File: src/rtl/esc_tx_pkg.sv
// Package: shared state type and line-level codes for the escape transmitter.
// Assumes lines are packed as {positive, negative}.
package esc_tx_pkg;
    typedef logic [1:0] lane_t;

    localparam lane_t LN_STOP  = 2'b11;
    localparam lane_t LN_SPACE = 2'b00;
    localparam lane_t LN_MARK0 = 2'b01;
    localparam lane_t LN_MARK1 = 2'b10;

    localparam int ENTRY_LEN = 4;
    localparam int ENTRY_W   = $clog2(ENTRY_LEN);

    typedef enum logic [2:0] {
        ST_IDLE,
        ST_ENTRY,
        ST_MARK,
        ST_SPACE,
        ST_EXIT,
        ST_HOLD,
        ST_WAKE
    } esc_state_t;

    // Line level for a given step of the entry pattern.
    function automatic lane_t entry_level(input logic [ENTRY_W-1:0] idx);
        case (idx)
            2'd0:    return LN_MARK1;
            2'd2:    return LN_MARK0;
            default: return LN_SPACE;
        endcase
    endfunction
endpackage

File: src/rtl/esc_tick_timer.sv
// Symbol timer: counts cycles since the last restart and flags the final
// cycle of a phase of `limit` cycles. Assumes limit is stable within a phase;
// a limit of 0 behaves as 1.
module esc_tick_timer #(
    parameter int CNT_W = 18
) (
    input  logic             clk,
    input  logic             rst_n,
    input  logic             restart,
    input  logic [CNT_W-1:0] limit,
    output logic             done
);
    logic [CNT_W-1:0] cnt;
    logic [CNT_W-1:0] lim_eff;

    // Effective phase length, never below one cycle.
    always_comb lim_eff = (limit == '0) ? CNT_W'(1) : limit;

    // Final cycle of the phase.
    always_comb done = (cnt == lim_eff - CNT_W'(1));

    // Cycle counter, cleared at each phase start.
    always_ff @(posedge clk) begin
        if (!rst_n || restart) cnt <= '0;
        else                   cnt <= cnt + CNT_W'(1);
    end

    assert_cnt_in_phase_R7: assert property (@(posedge clk) disable iff (!rst_n)
        (!$past(restart) && $stable(limit)) |-> (cnt < lim_eff));
endmodule

File: src/rtl/esc_byte_shifter.sv
// Byte shifter: holds the byte in flight and presents its bits LSB first.
// Assumes load and shift are never asserted together.
module esc_byte_shifter #(
    parameter int BYTE_W = 8
) (
    input  logic              clk,
    input  logic              rst_n,
    input  logic              load,
    input  logic [BYTE_W-1:0] load_byte,
    input  logic              shift,
    output logic              bit_out,
    output logic              last_bit
);
    localparam int IDX_W = $clog2(BYTE_W);

    logic [BYTE_W-1:0] sh;
    logic [IDX_W-1:0]  idx;

    // Current bit and end-of-byte flag.
    always_comb begin
        bit_out  = sh[0];
        last_bit = (idx == IDX_W'(BYTE_W - 1));
    end

    // Load a new byte or advance to the next bit.
    always_ff @(posedge clk) begin
        if (!rst_n) begin
            sh  <= '0;
            idx <= '0;
        end else if (load) begin
            sh  <= load_byte;
            idx <= '0;
        end else if (shift) begin
            sh  <= {1'b0, sh[BYTE_W-1:1]};
            idx <= idx + IDX_W'(1);
        end
    end

    assert_no_shift_past_end_R3: assert property (@(posedge clk) disable iff (!rst_n)
        shift |-> !last_bit);
    assert_exclusive_ops_R3: assert property (@(posedge clk) disable iff (!rst_n)
        !(load && shift));
endmodule

File: src/rtl/esc_line_encoder.sv
// Line encoder: maps sequencer state and current bit to the two line levels.
// Purely combinational; assumes the state machine in the top module.
module esc_line_encoder
    import esc_tx_pkg::*;
(
    input  esc_state_t          state,
    input  logic [ENTRY_W-1:0]  entry_idx,
    input  logic                bit_val,
    output lane_t               line
);
    // Level per state; marks carry the bit value.
    always_comb begin
        case (state)
            ST_ENTRY: line = entry_level(entry_idx);
            ST_MARK:  line = bit_val ? LN_MARK1 : LN_MARK0;
            ST_SPACE: line = LN_SPACE;
            ST_EXIT:  line = LN_MARK1;
            ST_HOLD:  line = LN_SPACE;
            ST_WAKE:  line = LN_MARK1;
            default:  line = LN_STOP;
        endcase
    end
endmodule

File: src/rtl/esc_lane_tx.sv
// Escape transmitter top: sequences entry, spaced-one-hot bytes, exit,
// ultra-low-power parking and wake-up. Assumes sym_ticks is held steady
// while busy and that the stream holds data_byte steady while data_valid.
module esc_lane_tx
    import esc_tx_pkg::*;
#(
    parameter int          TICK_W     = 8,
    parameter int          WAKE_TICKS = 250000,
    parameter int          BYTE_W     = 8,
    parameter logic [7:0]  LPDT_CODE  = 8'hE1,
    parameter logic [7:0]  ULPS_CODE  = 8'h1E
) (
    input  logic              clk,
    input  logic              rst_n,
    input  logic              cmd_start,
    input  logic [BYTE_W-1:0] cmd_byte,
    input  logic              ulps_req,
    input  logic              wake_req,
    input  logic [TICK_W-1:0] sym_ticks,
    input  logic              data_valid,
    input  logic [BYTE_W-1:0] data_byte,
    output logic              data_ready,
    output logic [1:0]        lp_line,
    output logic              busy
);
    localparam int WAKE_W = $clog2(WAKE_TICKS + 1);
    localparam int CNT_W  = (WAKE_W > TICK_W) ? WAKE_W : TICK_W;

    esc_state_t          state, state_nx;
    logic [ENTRY_W-1:0]  entry_idx, idx_nx;
    logic                lpdt_mode, lpdt_nx;
    logic                ulps_mode, ulps_nx;
    logic                sh_load, sh_shift, bit_val, bit_last;
    logic [BYTE_W-1:0]   sh_byte;
    logic                adv, t_restart, t_done;
    logic [CNT_W-1:0]    t_limit;

    // Phase length: wake-up uses the fixed hold, all else one symbol.
    always_comb t_limit = (state == ST_WAKE) ? CNT_W'(WAKE_TICKS) : CNT_W'(sym_ticks);

    // Timer restarts at each transition and while waiting on an event.
    always_comb t_restart = adv || (state == ST_IDLE) || (state == ST_HOLD);

    esc_tick_timer #(.CNT_W(CNT_W)) u_timer (
        .clk     (clk),
        .rst_n   (rst_n),
        .restart (t_restart),
        .limit   (t_limit),
        .done    (t_done)
    );

    esc_byte_shifter #(.BYTE_W(BYTE_W)) u_shift (
        .clk       (clk),
        .rst_n     (rst_n),
        .load      (sh_load),
        .load_byte (sh_byte),
        .shift     (sh_shift),
        .bit_out   (bit_val),
        .last_bit  (bit_last)
    );

    esc_line_encoder u_enc (
        .state     (state),
        .entry_idx (entry_idx),
        .bit_val   (bit_val),
        .line      (lp_line)
    );

    // Stream byte is taken on the last cycle of a byte's final space.
    always_comb data_ready = (state == ST_SPACE) && t_done && bit_last && lpdt_mode;

    // Busy whenever the lane has left the stop state.
    always_comb busy = (state != ST_IDLE);

    // Next-state logic for the excursion sequencer.
    always_comb begin
        state_nx = state;
        idx_nx   = entry_idx;
        lpdt_nx  = lpdt_mode;
        ulps_nx  = ulps_mode;
        sh_load  = 1'b0;
        sh_shift = 1'b0;
        sh_byte  = cmd_byte;
        adv      = 1'b0;
        case (state)
            ST_IDLE: begin
                if (ulps_req) begin
                    state_nx = ST_ENTRY;
                    idx_nx   = '0;
                    sh_load  = 1'b1;
                    sh_byte  = ULPS_CODE;
                    ulps_nx  = 1'b1;
                    lpdt_nx  = 1'b0;
                    adv      = 1'b1;
                end else if (cmd_start) begin
                    state_nx = ST_ENTRY;
                    idx_nx   = '0;
                    sh_load  = 1'b1;
                    sh_byte  = cmd_byte;
                    ulps_nx  = (cmd_byte == ULPS_CODE);
                    lpdt_nx  = (cmd_byte == LPDT_CODE);
                    adv      = 1'b1;
                end
            end
            ST_ENTRY: begin
                if (t_done) begin
                    adv = 1'b1;
                    if (entry_idx == ENTRY_W'(ENTRY_LEN - 1)) state_nx = ST_MARK;
                    else idx_nx = entry_idx + ENTRY_W'(1);
                end
            end
            ST_MARK: begin
                if (t_done) begin
                    adv      = 1'b1;
                    state_nx = ST_SPACE;
                end
            end
            ST_SPACE: begin
                if (t_done) begin
                    adv = 1'b1;
                    if (!bit_last) begin
                        sh_shift = 1'b1;
                        state_nx = ST_MARK;
                    end else if (lpdt_mode && data_valid) begin
                        sh_load  = 1'b1;
                        sh_byte  = data_byte;
                        state_nx = ST_MARK;
                    end else if (ulps_mode) begin
                        state_nx = ST_HOLD;
                    end else begin
                        state_nx = ST_EXIT;
                    end
                end
            end
            ST_EXIT: begin
                if (t_done) begin
                    adv      = 1'b1;
                    state_nx = ST_IDLE;
                end
            end
            ST_HOLD: begin
                if (wake_req) begin
                    adv      = 1'b1;
                    state_nx = ST_WAKE;
                end
            end
            ST_WAKE: begin
                if (t_done) begin
                    adv      = 1'b1;
                    state_nx = ST_IDLE;
                end
            end
            default: state_nx = ST_IDLE;
        endcase
    end

    // Sequencer registers.
    always_ff @(posedge clk) begin
        if (!rst_n) begin
            state     <= ST_IDLE;
            entry_idx <= '0;
            lpdt_mode <= 1'b0;
            ulps_mode <= 1'b0;
        end else begin
            state     <= state_nx;
            entry_idx <= idx_nx;
            lpdt_mode <= lpdt_nx;
            ulps_mode <= ulps_nx;
        end
    end

    assert_stop_when_idle_R1: assert property (@(posedge clk) disable iff (!rst_n)
        !busy |-> (lp_line == LN_STOP));
    assert_no_stop_when_busy_R4: assert property (@(posedge clk) disable iff (!rst_n)
        busy |-> (lp_line != LN_STOP));
    assert_ready_only_data_R5: assert property (@(posedge clk) disable iff (!rst_n)
        data_ready |-> (lpdt_mode && lp_line == LN_SPACE));
    assert_park_space_R6: assert property (@(posedge clk) disable iff (!rst_n)
        (state == ST_HOLD) |-> (lp_line == LN_SPACE));
    assert_wake_mark_R6: assert property (@(posedge clk) disable iff (!rst_n)
        (state == ST_WAKE) |-> (lp_line == LN_MARK1));
    assert_symbol_steady_R7: assert property (@(posedge clk) disable iff (!rst_n)
        ($past(state) != ST_IDLE && $past(state) != ST_HOLD && !$past(t_done))
        |-> $stable(lp_line));
    assert_busy_needs_strobe_R8: assert property (@(posedge clk) disable iff (!rst_n)
        $rose(busy) |-> $past(cmd_start || ulps_req));
endmodule

File: config.mk
export PLATFORM = sky130hd
export DESIGN_NAME = esc_lane_tx
export DESIGN_NICKNAME = d
export VERILOG_FILES = /design/src/rtl/esc_tx_pkg.sv /design/src/rtl/esc_tick_timer.sv /design/src/rtl/esc_byte_shifter.sv /design/src/rtl/esc_line_encoder.sv /design/src/rtl/esc_lane_tx.sv
export SDC_FILE = /design/constraint.sdc
export NUM_CORES = 1
export LEC_CHECK = 0
export ABC_AREA = 1
export BUFFER_PORTS_ARGS = -buffer_cell sky130_fd_sc_hd__buf_2
export CORE_UTILIZATION = 50
export CTS_BUF_LIST = sky130_fd_sc_hd__clkbuf_16
export DETAILED_ROUTE_END_ITERATION = 16
export GPL_TIMING_DRIVEN = 1
export PLACE_DENSITY = 0.67
export SLEW_MARGIN = 20
export SYNTH_ARGS = -nofsm -noshare
export SYNTH_HDL_FRONTEND = slang
export SYNTH_SLANG_ARGS = --single-unit
File: constraint.sdc
create_clock -name clk -period 5.3 [get_ports clk]
set_input_delay 0.265 -clock clk [delete_from_list [all_inputs] [get_ports clk]]
set_output_delay 0.265 -clock clk [all_outputs]
set_load 0.02 [all_outputs]
==> impl_metrics.ini <==
[yosys]
synth_edf_count = 0
synthesis.nets = 508
async_flop_share_pct = 0
synth_common_cells = nand2_1, inv_1, nand3_1, dfxtp_1, nor2_1
yosys_warnings = 0
synthTopCellsByArea = dfxtp_1, nand2_1, inv_1
synth.avg_cell_area_um2 = 6.31
seq_area_frac_synth_pct = 24.4
synth_cells = 469
synth_cell_types = 39
yosysTopAreaCellShare_pct = 24.4
yosys.area.top_type = dfxtp_1
synthMostInstantiatedCell = nand2_1
synth_area_um2 = 2960
synth_ff_type = dfxtp_1
synth_seq_cells = 36

[setup_path]
cp.buffers_inverters = 3
worstPathRequired_ns = 5.04
critical_path_class = flip-flop to output port
crit_fanout = 27
startpoint_type = flip-flop
crit_path_top_delay_cell = dfxtp_1
cp_common_cell = nand2_1
worstPathArrival_ns = 4.13
cp-end-kind = output port
worstPathCellList = nand3_4, nand3_1, nor2_4, nand2_1, nand2_1, inv_1, ha_1, nand2_2, clkinv_2, nand2_4, ha_1, xnor2_1, nand3_1, nor3_1, nand2_1, nor2_1, nand4_1, nor2_1, nand4_1, nor2_1, nand2_1, nor3_1, buf_2
max_stage_delay_ns = 0.48
cpLargestDelayFamily = simple AND/OR/NAND/NOR gates

[clocking]
numCtsBuffers = 5
clk_pin_slew_ns = 0.06
postCtsResizedCells = 0
post-cts-setup-buffer-count = 0
cts_tree = yes
clkLatencyLatePin_ns = 0.28
cts.path.max_buffers = 2
clock-sinks = 36
h-tree-depth = 2
cts-root-buf = clkbuf_16
cts_hold_buf = 0

[layout]
synthToLayoutAreaGrowth_pct = 11.5
fill_cells = 606
seq_area_um2 = 721
fin_cells = 574
drive_gt1_share_pct = 16.1
diodes = 0
fin_nets = 540
multi_input_area_um2 = 1870

[route]
drcViolationCount = 0
drt-wirelength-per-cell_um = 13.0
dr.pass1.iters = 4
vias = 3066
drt_wl_total_um = 7440
avgViaCountPerCell = 5.34
drt_iter0_markers = 157
postRouteAntennaNets = 0

[pwr]
total_power_mw = 1.32
ir_drop_uv = 336
p_leak_nw = 1.46
cellPowerDensity_nw_per_um2 = 399

[grt]
grt_overflow = 0
grt_use_total_pct = 25.6
grt_max_degree = 28
antenna_found_initial = 0
grt_pass1_wl_um = 12600
grt_pass1_vias = 2848

[die]
fp.dieW_um = 78.9
fp-row-count = 27
io_pins = 34
die-area_um2 = 6230
die_h_um = 78.9
coreArea_um2 = 5610
start_util_pct = 52.8

[timing]
tns_ns = 0
rsz0062_at_grt = false
period_needed_ns = 4.39
tightestPinTransition_ns = 0.789
fin_crit_sh_pct = 82.9
holdWs_ns = 0.305
fin_skew_ns = 0.00565
fmax_ghz = 0.228
hold_viol = 0
max_slew_margin_pct = 46.8
setup_viol = 0
drv_slew = 0

[placement]
place_congestion = 1.01
placed_cells = 566
dpl.hpwl_um = 5810
io_buffer_count = 33

[outcome]
status = completed

[worst_hold_path]
hold_class = primary input to flip-flop

[job]
drv_cap = 0
[sequential cells by signal, summed over array words and instances (netlist names)]
name	flops
entry_idx	2
lpdt_mode	1
state	3
u_shift.idx	3
u_shift.sh	8
u_timer.cnt	18
ulps_mode	1
[per-stage QoR]
stage / utilization [%] / instance area, um^2 / setup slack [ns]
2_1_floorplan: - / 2960 / 1.85
3_3_place_gp: 56.3 / 3160 / 1.31
3_5_place_dp: 56.3 / 3160 / 1.21
4_1_cts: 58.8 / 3300 / 0.886
5_1_grt: 58.8 / 3300 / 0.567
6_report: 58.8 / 3300 / 0.906
[cells by family (layout without fill, tap and decap cells)]
logic type,Yosys count,after routing,share of synthesized area (%)
simple gates,262,262,44.0
buf+inv,89,122,12.4
compound gates,62,62,12.1
flops,36,36,24.4
xor+xnor,11,11,3.26
fa+ha+maj,9,9,3.81
[final timing paths]
path | startpoint | to | slack [ns] | cells after the start
max | state[2] | data_ready | 0.91 | 23
min | rst_n | ulps_mode | 0.30 | 3
max reg2reg | state[2] | u_shift.sh[0] | 1.23 | 24
min reg2reg | u_shift.idx[2] | u_shift.idx[2] | 0.48 | 2
[cell usage in the layout, fill, tap and decap left out, types with 3 or more instances in the layout]
cell type / count
nand2_1: 109
inv_1: 77
nand3_1: 49
dfxtp_1: 36
nor2_1: 35
buf_2: 33
a21oi_1: 27
nand4_1: 15
o21ai_0: 13
nor3_1: 13
ha_1: 9
nand2_2: 8
o21ai_1: 8
nand3_2: 7
xor2_1: 6
xnor2_1: 5
nor2_2: 5
nor3b_1: 5
clkbuf_16: 5
nor2_4: 3
nand2_4: 3
a211oi_1: 3
nor4_1: 3
[power by group]
group	switching [mW]	internal, mW	total, mW	leakage [nW]
clock network	0.116	0.171	0.286	0.0687
logic	0.436	0.224	0.660	1.10
registers	0.0459	0.324	0.370	0.293
[worst reg2reg max path, stage by stage, from the launching register on]
cell      delay (ns)
dfxtp_1         0.48
nand3_4         0.35
nand3_1         0.27
nor2_4          0.07
nand2_1         0.10
nand2_1         0.07
inv_1           0.09
ha_1            0.26
nand2_2         0.09
clkinv_2        0.10
nand2_4         0.08
ha_1            0.29
xnor2_1         0.19
nand3_1         0.10
nor2_1          0.09
nand3_1         0.08
nor2_1          0.17
nand2_1         0.09
nor2_2          0.11
nand4_2         0.27
nor2_1          0.22
nor2_2          0.15
o21ai_1         0.11
nand2_1         0.07
a21oi_1         0.13
[area by class of cell]
type	instances	share of cell area [%]
multi-input combinational	344	56.7
sequential	36	21.8
inverter	79	9.03
timing repair buffer	35	5.46
clock buffer	5	3.79
tap	72	2.73
clock inverter	3	0.455
[layer usage]
metal | routed length, um | track usage [%] | vias to the layer above
met5 | 0 | 0 | -
met4 | 127 | 8.18 | 0
met3 | 349 | 3.68 | 13
met2 | 3650 | 46.2 | 76
met1 | 3320 | 31.2 | 1388
li1 | - | - | 1589
Note: power is estimated with default switching activity, not from simulation.
